--- src/rtl/qdac_pkg.sv ---
package qdac_pkg;
  localparam int CH_N    = 4;
  localparam int CODE_W  = 16;
  localparam int FRAME_W = 24;
  localparam int PAY_W   = FRAME_W - 2;
  localparam int PD_W    = 2;
  localparam int PD_BITS = CH_N * PD_W;
  localparam int ADR_W   = 3;

  typedef enum logic [2:0] {
    OP_WR_IN      = 3'b000,
    OP_UPD        = 3'b001,
    OP_WR_UPD_ALL = 3'b010,
    OP_WR_UPD     = 3'b011,
    OP_PWR        = 3'b100,
    OP_RST        = 3'b101,
    OP_MASK       = 3'b110,
    OP_NOP        = 3'b111
  } op_e;

  localparam logic [ADR_W-1:0] ADR_ALL = 3'b111;
endpackage

--- src/rtl/qdac_sync.sv ---
module qdac_sync #(
  parameter int             STAGES  = 2,
  parameter int             W       = 1,
  parameter logic [W-1:0]   RST_VAL = '0
) (
  input  logic         clk,
  input  logic         rst_n,
  input  logic [W-1:0] d,
  output logic [W-1:0] q
);
  logic [STAGES-1:0][W-1:0] pipe;

  for (genvar g = 0; g < STAGES; g++) begin : g_stg
    if (g == 0) begin : g_first
      always_ff @(posedge clk or negedge rst_n) begin
        if (!rst_n) pipe[g] <= RST_VAL;
        else        pipe[g] <= d;
      end
    end else begin : g_next
      always_ff @(posedge clk or negedge rst_n) begin
        if (!rst_n) pipe[g] <= RST_VAL;
        else        pipe[g] <= pipe[g-1];
      end
    end
  end

  assign q = pipe[STAGES-1];
endmodule

--- src/rtl/qdac_frame_rx.sv ---
module qdac_frame_rx
  import qdac_pkg::*;
(
  input  logic             clk,
  input  logic             rst_n,
  input  logic             sclk_s,
  input  logic             sel_n_s,
  input  logic             din_s,
  output logic             frm_valid,
  output logic [PAY_W-1:0] frm_word
);
  localparam int CNT_W = $clog2(FRAME_W);
  localparam logic [CNT_W-1:0] LAST = CNT_W'(FRAME_W - 1);

  logic             sclk_q;
  logic [PAY_W-2:0] shift_q, shift_d;
  logic [CNT_W-1:0] cnt_q, cnt_d;
  logic             done_q, done_d;
  logic             valid_q, valid_d;
  logic [PAY_W-1:0] word_q, word_d;
  logic             sclk_fall;

  assign sclk_fall = sclk_q & ~sclk_s;

  always_comb begin
    shift_d = shift_q;
    cnt_d   = cnt_q;
    done_d  = done_q;
    valid_d = 1'b0;
    word_d  = word_q;
    if (sel_n_s) begin
      shift_d = '0;
      cnt_d   = '0;
      done_d  = 1'b0;
    end else if (sclk_fall && !done_q) begin
      shift_d = {shift_q[PAY_W-3:0], din_s};
      if (cnt_q == LAST) begin
        valid_d = 1'b1;
        word_d  = {shift_q, din_s};
        done_d  = 1'b1;
        cnt_d   = '0;
      end else begin
        cnt_d = cnt_q + 1'b1;
      end
    end
  end

  always_ff @(posedge clk or negedge rst_n) begin
    if (!rst_n) begin
      sclk_q  <= 1'b1;
      shift_q <= '0;
      cnt_q   <= '0;
      done_q  <= 1'b0;
      valid_q <= 1'b0;
      word_q  <= '0;
    end else begin
      sclk_q  <= sclk_s;
      shift_q <= shift_d;
      cnt_q   <= cnt_d;
      done_q  <= done_d;
      valid_q <= valid_d;
      if (valid_d) word_q <= word_d;
    end
  end

  assign frm_valid = valid_q;
  assign frm_word  = word_q;
endmodule

--- src/rtl/qdac_reg_bank.sv ---
module qdac_reg_bank
  import qdac_pkg::*;
(
  input  logic                         clk,
  input  logic                         rst_n,
  input  logic                         frm_valid,
  input  logic [PAY_W-1:0]             frm_word,
  input  logic                         ldac_fall,
  output logic [CH_N-1:0][CODE_W-1:0]  dac_q,
  output logic [PD_BITS-1:0]           pd_q,
  output logic [CH_N-1:0]              mask_q
);
  logic [CH_N-1:0][CODE_W-1:0] inp_q, inp_d, dac_d;
  logic [PD_BITS-1:0]          pd_d;
  logic [CH_N-1:0]             mask_d;
  logic [CH_N-1:0]             sel;
  logic                        upd_en;
  op_e                         op;
  logic [ADR_W-1:0]            adr;
  logic [CODE_W-1:0]           code;

  assign op     = op_e'(frm_word[PAY_W-1 -: 3]);
  assign adr    = frm_word[CODE_W +: ADR_W];
  assign code   = frm_word[CODE_W-1:0];
  assign upd_en = frm_valid | ldac_fall;

  always_comb begin
    for (int i = 0; i < CH_N; i++) begin
      sel[i] = (adr == ADR_ALL) || (adr == ADR_W'(i));
    end
  end

  always_comb begin
    inp_d  = inp_q;
    dac_d  = dac_q;
    pd_d   = pd_q;
    mask_d = mask_q;
    if (ldac_fall) begin
      for (int i = 0; i < CH_N; i++) begin
        if (!mask_q[i]) dac_d[i] = inp_q[i];
      end
    end
    if (frm_valid) begin
      case (op)
        OP_WR_IN: begin
          for (int i = 0; i < CH_N; i++) if (sel[i]) inp_d[i] = code;
        end
        OP_UPD: begin
          for (int i = 0; i < CH_N; i++) if (sel[i]) dac_d[i] = inp_q[i];
        end
        OP_WR_UPD_ALL: begin
          for (int i = 0; i < CH_N; i++) begin
            if (sel[i]) inp_d[i] = code;
            dac_d[i] = sel[i] ? code : inp_q[i];
          end
        end
        OP_WR_UPD: begin
          for (int i = 0; i < CH_N; i++) begin
            if (sel[i]) begin
              inp_d[i] = code;
              dac_d[i] = code;
            end
          end
        end
        OP_PWR:  pd_d   = code[PD_BITS-1:0];
        OP_RST: begin
          inp_d  = '0;
          dac_d  = '0;
          pd_d   = '0;
          mask_d = '0;
        end
        OP_MASK: mask_d = code[CH_N-1:0];
        default: ;
      endcase
    end
  end

  always_ff @(posedge clk or negedge rst_n) begin
    if (!rst_n) begin
      inp_q  <= '0;
      dac_q  <= '0;
      pd_q   <= '0;
      mask_q <= '0;
    end else if (upd_en) begin
      inp_q  <= inp_d;
      dac_q  <= dac_d;
      pd_q   <= pd_d;
      mask_q <= mask_d;
    end
  end
endmodule

--- src/rtl/quad_dac_cmd_dec.sv ---
module quad_dac_cmd_dec
  import qdac_pkg::*;
#(
  parameter int SYNC_STAGES = 2
) (
  input  logic                      clk,
  input  logic                      rst_n,
  input  logic                      ser_clk,
  input  logic                      ser_sel_n,
  input  logic                      ser_din,
  input  logic                      ldac_n,
  output logic [CH_N*CODE_W-1:0]    dac_code,
  output logic [PD_BITS-1:0]        pd_mode,
  output logic [CH_N-1:0]           pd_active,
  output logic [CH_N-1:0]           ldac_mask
);
  logic [3:0]                  pins_s;
  logic                        sclk_s, sel_n_s, din_s, ldac_s;
  logic                        ldac_q;
  logic                        ldac_fall;
  logic                        frm_valid;
  logic [PAY_W-1:0]            frm_word;
  logic [CH_N-1:0][CODE_W-1:0] dac_q;

  qdac_sync #(
    .STAGES  (SYNC_STAGES),
    .W       (4),
    .RST_VAL (4'b1110)
  ) u_sync (
    .clk   (clk),
    .rst_n (rst_n),
    .d     ({ldac_n, ser_clk, ser_sel_n, ser_din}),
    .q     (pins_s)
  );

  assign {ldac_s, sclk_s, sel_n_s, din_s} = pins_s;

  always_ff @(posedge clk or negedge rst_n) begin
    if (!rst_n) ldac_q <= 1'b1;
    else        ldac_q <= ldac_s;
  end

  assign ldac_fall = ldac_q & ~ldac_s;

  qdac_frame_rx u_rx (
    .clk       (clk),
    .rst_n     (rst_n),
    .sclk_s    (sclk_s),
    .sel_n_s   (sel_n_s),
    .din_s     (din_s),
    .frm_valid (frm_valid),
    .frm_word  (frm_word)
  );

  qdac_reg_bank u_bank (
    .clk       (clk),
    .rst_n     (rst_n),
    .frm_valid (frm_valid),
    .frm_word  (frm_word),
    .ldac_fall (ldac_fall),
    .dac_q     (dac_q),
    .pd_q      (pd_mode),
    .mask_q    (ldac_mask)
  );

  assign dac_code = dac_q;

  for (genvar c = 0; c < CH_N; c++) begin : g_pd
    assign pd_active[c] = |pd_mode[c*PD_W +: PD_W];
  end
endmodule

--- config.mk ---
export PLATFORM = sky130hd
export DESIGN_NAME = quad_dac_cmd_dec
export DESIGN_NICKNAME = d
export VERILOG_FILES = /design/src/rtl/qdac_pkg.sv /design/src/rtl/qdac_sync.sv /design/src/rtl/qdac_frame_rx.sv /design/src/rtl/qdac_reg_bank.sv /design/src/rtl/quad_dac_cmd_dec.sv
export SDC_FILE = /design/constraint.sdc
export NUM_CORES = 1
export LEC_CHECK = 0
export BUFFER_PORTS_ARGS = -buffer_cell sky130_fd_sc_hd__buf_2
export CAP_MARGIN = 20
export CORE_MARGIN = 2
export CORE_UTILIZATION = 50
export CTS_BUF_LIST = sky130_fd_sc_hd__clkbuf_4 sky130_fd_sc_hd__clkbuf_8 sky130_fd_sc_hd__clkbuf_16
export DETAILED_ROUTE_END_ITERATION = 10
export MAX_ROUTING_LAYER = met4
export PLACE_DENSITY = 0.71
export SYNTH_ARGS = -nofsm -noshare
export SYNTH_HDL_FRONTEND = slang
export SYNTH_SLANG_ARGS = --single-unit
export TNS_END_PERCENT = 20
--- constraint.sdc ---
create_clock -name clk -period 1.7 [get_ports clk]
set_input_delay 0.17 -clock clk [delete_from_list [all_inputs] [get_ports clk]]
set_output_delay 0.17 -clock clk [all_outputs]
set_load 0.1 [all_outputs]
==> impl.org, run 1 <==
** Outcome
- The flow ran to the end, but the final reports show violations.
- Violations in the final reports :: negative setup slack

** Detailed routing
- Detailed Route Iter0 Violations :: 807
- Across all layers, the routed design uses 9181 vias.
- Routed signal wires occupy layers up through met4.
- After detailed routing, the number of remaining DRC violations is 0.
- After detailed routing, the average wire length per cell comes to 20.58 um.
- Met3 wire len :: 1.882 mm
- Total iterations of the first detailed-routing run :: 5
- In this run the remaining antenna-violating nets after routing total 0.
- The routed design has 30.48 mm of wire.
- Amount of wire on met2 after detailed routing :: 14.31 mm
- Total routed wire length on the met1 layer :: 13.62 mm
- Using the TritonRoute via totals, the vias-per-cell ratio works out to 6.199.

** Cells and area
- In the final layout, the multi-input gates occupy 5509 sq um.
- Post-layout instance count excluding filler cells :: 1481
- Net count, final :: 1200
- Fraction of final layout cells with drive strength greater than 1 :: 0.2753
- Most frequent cells in the layout :: sky130_fd_sc_hd__dfrtp_1 (183), sky130_fd_sc_hd__mux2i_1 (112), sky130_fd_sc_hd__buf_4 (86)
- Register cell area after layout :: 5036 sq um
- 0 antenna diodes ended up in the layout.
- Signed area change from the synthesized netlist to the final layout :: 23.12%
- The library cell used most frequently in the layout, excluding fill and tap cells, is sky130_fd_sc_hd__dfrtp_1.
- The filler cells instantiated in the layout total 1737.

** Synth
- Share of flip-flops with an asynchronous set or reset :: 1.000
- Ranked by total cell area, the synthesized netlist is headed by sky130_fd_sc_hd__dfrtp_1 (44%), sky130_fd_sc_hd__mux2i_1 (10%), sky130_fd_sc_hd__a22o_1 (5.5%).
- Cell type contributing the most total cell area after synthesis :: sky130_fd_sc_hd__dfrtp_1
- In the synthesized netlist, the number of instances is 1066.
- Most used DFF post-synth :: sky130_fd_sc_hd__dfrtp_1
- Seq cells post-synth :: 200
- Counting every net in the synthesized netlist gives 1073.
- In this run the cell area of the synthesized design comes to 10890 sq um.
- Yosys mapped a number of flops with a built-in enable equal to 0.
- Yosys printed 0 warnings.
- The share of synthesized area in the top cell type comes to 0.4411.
- The number of different library cells used by synthesis comes to 56.
- Synthesized area per cell :: 10.22 sq um
- Sequential fraction of the synthesis area :: 0.4604

** Timing
- Clock skew on the completed layout was measured at 0.01326 ns.
- Across all hold checks on the routed design, the worst slack comes to 0.2486 ns.
- After layout, the worst setup slack is -0.04566 ns.
- The total count of hold-check failures in the final report came to 0.
- Final setup viols :: 36
- Based on the critical path, the design can be clocked at up to 572.8 MHz.
- Of the available clock period, the critical path in the final layout requires 1.027.
- The number of max-slew violations in the final report is 0.
- Setup repair after global routing could not meet its margin everywhere.
- The routed design could run at a clock period as short as 1.746 ns.
- At the pin with the least slew margin, the transition time is 0.5932 ns.
- Max-Slew Margin vs Limit :: 0.6045

** Critical path
- CP Data Arrival Time :: 2.06 ns
- In this run the worst setup path begins at u_rx.frm_word[16].
- Worst setup EP type :: flip-flop
- The critical path is of the flip-flop to flip-flop type.
- Of all nets on the critical path, the largest fanout is 8.
- Startpoint type of the worst setup path :: flip-flop
- Data required, critical path :: 2.01 ns
- In this run the critical register-to-register path is launched from u_rx.frm_word[16].

** Run
- MaxCap Viol Count :: 0

** Clocking
- Number of sinks on the clock net :: 200
- Number of CTS-inserted buffers :: 17
- TritonCTS built the clock tree.
- In this run the clock root is driven by a sky130_fd_sc_hd__clkbuf_16.
- After clock tree synthesis, the clock-pin slew on the worst setup and hold paths is 0.08 ns.
- Total number of H-tree levels :: 4
- The clock passes through at most 2 buffers.
- Clock latency at the later pin of the worst-skew pair :: 0.44 ns

** GRT
- Total overflow reported by the global router :: 0
- Wire length of the first global-routing pass :: 47.43 mm
- Entering global routing, the biggest net connects 53 pins.
- Number of global-route vias before repair :: 8666
- The initial antenna violation count is 0.
- Overall routing resource usage :: 0.2752

** Floorplan
- Width of the chip :: 151.6 um
- Rows :: 53
- Initial Util :: 0.5133
- Die Ht :: 151.6 um
- In this run the count of I/O pins placed on the die edge is 86.
- After floorplanning, the core was sized to cover 21220 sq um.
- Floorplan die area :: 22980 sq um

** Place
- HPWL Detailed :: 19.99 mm
- IO buf count :: 85
- Routability congestion estimate :: 0.8810
- In this run, placement finished with an instance count of 1428.

** Pwr
- The share of total power dissipated in the clock network is 0.450.
- Static leakage :: 6.286 nW
- Peak supply drop :: 0.7183 mV
- Sw Share :: 0.2325
- Pwr/cell area :: 702.9 nW/um^2
- Summed over all nets, the switching power comes to 2.191 mW.
- Cell internal power was estimated by the tool at 7.235 mW.
- Relative contribution of sequential cells to total power :: 0.508
- The share of total power dissipated in combinational logic is 0.042.

** Min path
- The min-delay analysis places its worst path in the category input port to async pin.
## cell type report
class / count / share of cell area
flip-flops and latches: 200 / 0.3755
clock buffers: 19 / 0.03377
well taps: 275 / 0.02566
clock inverters: 13 / 0.01194
inverters: 11 / 0.003079
multi-input cells: 746 / 0.4108
repair buffers: 217 / 0.1392
## critical path, stage by stage, from the launching register on
cell                       delay, ns
sky130_fd_sc_hd__dfrtp_2        0.52
sky130_fd_sc_hd__or3_4          0.42
sky130_fd_sc_hd__a211oi_2       0.22
sky130_fd_sc_hd__o21ai_2        0.10
sky130_fd_sc_hd__buf_4          0.17
sky130_fd_sc_hd__a22o_1         0.19
## layer usage
| metal | vias up | track usage |
|---|---|---|
| met2 | 342 | 0.4208 |
| met3 | 40 | 0.04701 |
| met4 | 0 | 0.08935 |
| li1 | 4209 | - |
| met5 | - | - |
| met1 | 4590 | 0.3761 |
## final timing paths
path	to	slack (ns)	cells past startpoint
setup reg to reg	u_bank.inp_q[11]	-0.05	5
setup / recovery	u_bank.inp_q[11]	-0.05	5
max in group asynchronous	u_bank.dac_q[49]	0.75	3
hold / removal	u_bank.dac_q[25]	0.25	2
min in group clk	u_sync.q[0]	0.36	0
hold reg to reg	u_sync.q[0]	0.36	0
## synth_stat cells, drive strengths merged (11+ instances only)
| master | number |
|---|---|
| mux2 | 22 |
| nand2 | 74 |
| nand3 | 12 |
| o221ai | 39 |
| inv | 11 |
| nor2b | 19 |
| mux2i | 113 |
| nor2 | 19 |
| dfrtp | 192 |
| buf | 38 |
| and3 | 33 |
| o22a | 16 |
| a22o | 68 |
| a31oi | 23 |
| nand2b | 51 |
| o21ai | 74 |
| clkbuf | 71 |
| a21oi | 79 |
| and2 | 12 |
## what timing repair did
| action | CTS | global route |
|---|---|---|
| gates resized for setup | 20 | 42 |
| endpoints found under the setup margin | 74 | 133 |
| cloned | 1 | 2 |
| buffers inserted | 4 | 9 |
| hold buffers | 5 | 0 |
| hold endpoints to repair | 46 | 0 |
| pin swaps | 11 | 19 |
## registers in the layout, indices dropped and copies added (netlist names), 4 cells and up
name           flops
u_bank.dac_q      64
u_bank.inp_q      64
u_bank.pd_q        8
u_rx.shift_q      21
u_rx.frm_word     22
u_bank.mask_q      4
u_sync.pipe        4
u_rx.cnt_q         5
u_sync.q           4
## power groups by stage
stage / Clock, mW / Sequential, mW / Combinational [mW]
6_report: 4.24 / 4.79 / 0.401
3_3_place_gp: 0 / 4.88 / 0.376
2_1_floorplan: 0 / 4.88 / 0.169
5_1_grt: 4.49 / 4.79 / 0.434
3_5_place_dp: 0 / 4.88 / 0.378
4_1_cts: 4.30 / 4.79 / 0.391
## cell families (layout without fill, tap and decap cells)
kind of cell               count (synthesis)  in the layout  share of synthesized area
AOI/OAI and AO/OA                        347            347                     0.2239
and+or+nand+nor                          260            260                     0.1351
DFF                                      200            200                     0.4604
muxes                                    135            135                     0.1266
buffers and inverters                    120            260                    0.04905
xor gates and xnor gates                   3              3                   0.003791
adders and majority gates                  1              1                   0.001149
## through the flow
stage / power (mW) / instance area (sq um) / TNS (ns) / setup slack, ns / utilization
6_report: 9.426 / 13410 / -0.9283 / -0.04566 / 0.6320
5_1_grt: 9.713 / 13410 / -6.340 / -0.1298 / 0.6320
4_1_cts: 9.478 / 13190 / -0.1191 / -0.05038 / 0.6215
3_5_place_dp: 5.261 / 12410 / -7.581 / -0.2686 / 0.5847
3_3_place_gp: 5.257 / 12410 / -3.296 / -0.1611 / 0.5847
2_1_floorplan: 5.049 / 10980 / -4.536 / -0.1010 / -
(Power assumes the default switching activity.)
==> run 2, diff against run 1 <==
- GPL_TIMING_DRIVEN: not set -> 0
==> impl.org, run 2 (synthesis results as in run 1) <==
** Outcome
- Result of the run: finished, violations left (unchanged).
- Violations in the final reports :: negative setup slack (unchanged)

** Detailed routing
- Vias after detailed routing :: 9624 (was 9181)
- Routed via count divided by cell count :: 6.352 (was 6.199)
- The detailed-routing iteration count for the pre-antenna-repair pass came to 5 (unchanged).
- Final wirelength :: 32.72 mm (was 30.48 mm)
- Detailed Route Iter0 Violations :: 944 (was 807)
- The count of nets left with antenna violations after detail routing came to 0 (unchanged).
- The final routed wire length divided by cell count was 21.60 um (was 20.58 um).
- The remaining routing DRC violations is 0 (unchanged).

** Place
- IO buf count :: 85 (unchanged)
- The instance count after placement with tap cells included is 1427 (was 1428).
- The final weighted congestion in routability-driven placement is 0.9159 (was 0.8810).
- The final HPWL from detailed placement is 20.40 mm (was 19.99 mm).
- The post-placement setup slack was -0.6736 ns (was -0.2686 ns).

** GRT
- The aggregate global routing overflow was 0 (unchanged).
- Maximum number of pins on one net before global-route repair :: 117 (was 53)
- The via count of the first global-routing pass was 9184 (was 8666).
- Wire length of the first global-routing pass :: 49.98 mm (was 47.43 mm)
- The combined global-route utilization of all metal layers was 0.2895 (was 0.2752).
- The initial antenna violation count is 0 (unchanged).

** Timing
- Final setup viols :: 104 (was 36)
- Post-route worst hold slack :: 0.3506 ns (was 0.2486 ns)
- The maximum operating frequency was 510.4 MHz (was 572.8 MHz).
- Setup repair after global routing missed its margin: true (unchanged).
- Number of hold violations in the final report :: 0 (unchanged)
- The time the worst path needs with I/O delays and setup came to 1.959 ns (was 1.746 ns).
- The worst-case headroom to the max-slew limit was 0.3786 (was 0.6045).
- Least-Margin Pin Slew :: 0.9321 ns (was 0.5932 ns)
- Setup TNS :: -11.79 ns (was -0.9283 ns)
- The final cycle utilization of the critical path came to 1.153 (was 1.027).
- The clock skew is 0.01480 ns (was 0.01326 ns).
- Total count of max-transition violations in the final report :: 0 (unchanged)
- The minimum setup slack in the final design came to -0.2593 ns (was -0.04566 ns).

** Critical path
- Data required, critical path :: 1.99 ns (was 2.01 ns)
- The nature of the critical path endpoint is a flip-flop (unchanged).
- The cell with the largest stage delay on the worst path was sky130_fd_sc_hd__or3_4 (was sky130_fd_sc_hd__dfrtp_2).
- CP cell instances: buf_6, or3_4, buf_8, buf_4, and4_1, o21ai_0, o2111ai_2 (was or3_4, a211oi_2, o21ai_2, buf_4, a22o_1).
- The start-to-end type of the worst setup path was flip-flop to flip-flop (unchanged).
- Delay contributed by the slowest stage of the critical path :: 0.41 ns (was 0.52 ns)
- Startpoint type of the worst setup path :: flip-flop (unchanged)
- Largest fanout of any net on the critical path :: 8 (unchanged)
- CP Data Arrival Time :: 2.25 ns (was 2.06 ns)

** Floorplan
- Top-level port count :: 86 (unchanged)
- Rows :: 53 (unchanged)
- Die Ht :: 151.6 um (unchanged)
- Floorplan die area :: 22980 sq um (unchanged)
- The starting density of the core is 0.5133 (unchanged).
- The die extent in x is 151.6 um (unchanged).
- Placeable core region :: 21220 sq um (unchanged)

** Clocking
- The TritonCTS buffer count was 17 (unchanged).
- The count of clock tree sinks came to 200 (unchanged).
- The H-tree depth reported by CTS is 4 (unchanged).
- CTS tree :: yes (unchanged)
- The number of buffers on the longest clock path is 2 (unchanged).
- The cell at the root of the clock tree is sky130_fd_sc_hd__clkbuf_16 (unchanged).
- The insertion delay to the later sink of the worst-skew pair was 0.44 ns (about the same).
- Clock transition time at the flip-flop clock pins of the worst setup and hold paths :: 0.07 ns (was 0.08 ns)

** Min path
- Hold Crit Class :: flip-flop to flip-flop (was input port to async pin)

** Run
- The count of maximum capacitance violations came to 0 (unchanged).

** Cells and area
- The total number of nets in the final design came to 1234 (was 1200).
- The number of antenna diodes came to 0 (unchanged).
- The proportion of layout cells with a drive suffix above 1 was 0.2919 (was 0.2753).
- The synthesis-to-finish area growth was 24.26% (was 23.12%).
- Post-layout instance count excluding filler cells :: 1515 (was 1481)
- Most frequent cells in the layout :: sky130_fd_sc_hd__dfrtp_1 (186), sky130_fd_sc_hd__mux2i_1 (112), sky130_fd_sc_hd__buf_2 (88) (was sky130_fd_sc_hd__dfrtp_1 (183), sky130_fd_sc_hd__mux2i_1 (112), sky130_fd_sc_hd__buf_4 (86))
- Number of fillers in the final layout :: 1680 (was 1737)
- The most common cell after layout, fill and taps aside is sky130_fd_sc_hd__dfrtp_1 (unchanged).

** Pwr
- Peak supply drop :: 0.7448 mV (was 0.7183 mV)
- The reported leakage power is 6.343 nW (was 6.286 nW).
- The post-route total power came to 9.204 mW (was 9.426 mW).
- Pwr/cell area :: 680.1 nW/um^2 (was 702.9 nW/um^2)
run 2: critical path, delay by kind of cell, from the launching register on:
kind | cells | cell delay [ns]
AOI/OAI and AO/OA | 2 | 0.40
buffers and inverters | 3 | 0.44
DFF | 1 | 0.38
and+or+nand+nor | 2 | 0.60
run 2: layer usage:
layer,part of all wire,vias to the layer above,global-route usage
met2,0.46,490,0.4355
met1,0.44,4783,0.3984
met3,0.071,68,0.03533
met5,0,-,-
met4,0.037,0,0.1241
li1,-,4283,-
run 2: worst paths after layout:
kind                       slack (ns)  depth (start not counted)              start                to
setup / recovery                -0.26                          7  u_rx.frm_word[16]   u_bank.dac_q[7]
hold / removal                   0.35                          0     u_sync.pipe[0]       u_sync.q[0]
setup reg to reg                -0.26                          7  u_rx.frm_word[16]   u_bank.dac_q[7]
hold reg to reg                  0.35                          0     u_sync.pipe[0]       u_sync.q[0]
max in group asynchronous        0.37                          3              rst_n  u_bank.mask_q[2]
min in group asynchronous        0.37                          2              rst_n  u_bank.dac_q[25]
run 2: power breakdown:
group	switching [mW]	total [mW]	internal, mW	leakage (nW)
clock	2.01	4.02	2.01	0.284
sequential	0.0148	4.79	4.78	2.75
combinational	0.240	0.395	0.154	3.31
run 2: final cells by class:
type,instances,area (sq um),area share
Multi-Input combinational cell,746,5715,0.4223
Sequential cell,200,5032,0.3718
Timing Repair Buffer,146,1005,0.07423
Buffer,105,815.8,0.06028
Clock buffer,19,446.7,0.03300
Tap cell,275,344.1,0.02542
Clock inverter,13,133.9,0.009892
Inverter,11,41.29,0.003051
run 2: per-stage QoR:
| step | util | cell area (sq um) |
|---|---|---|
| CTS | 0.6084 | 12910 |
| global route | 0.6378 | 13530 |
| finish | 0.6378 | 13530 |
| detailed placement | 0.5554 | 11790 |
| global placement | 0.5537 | 11750 |
| floorplan | - | 10980 |
run 2: timing repair:
action / CTS / global route
endpoints found under the setup margin: 173 / 163
pin swaps: 13 / 25
hold endpoints to repair: 115 / 0
hold buffers: 5 / 0
gates resized for setup: 113 / 118
setup buffers: 20 / 31
cloned: 1 / 3
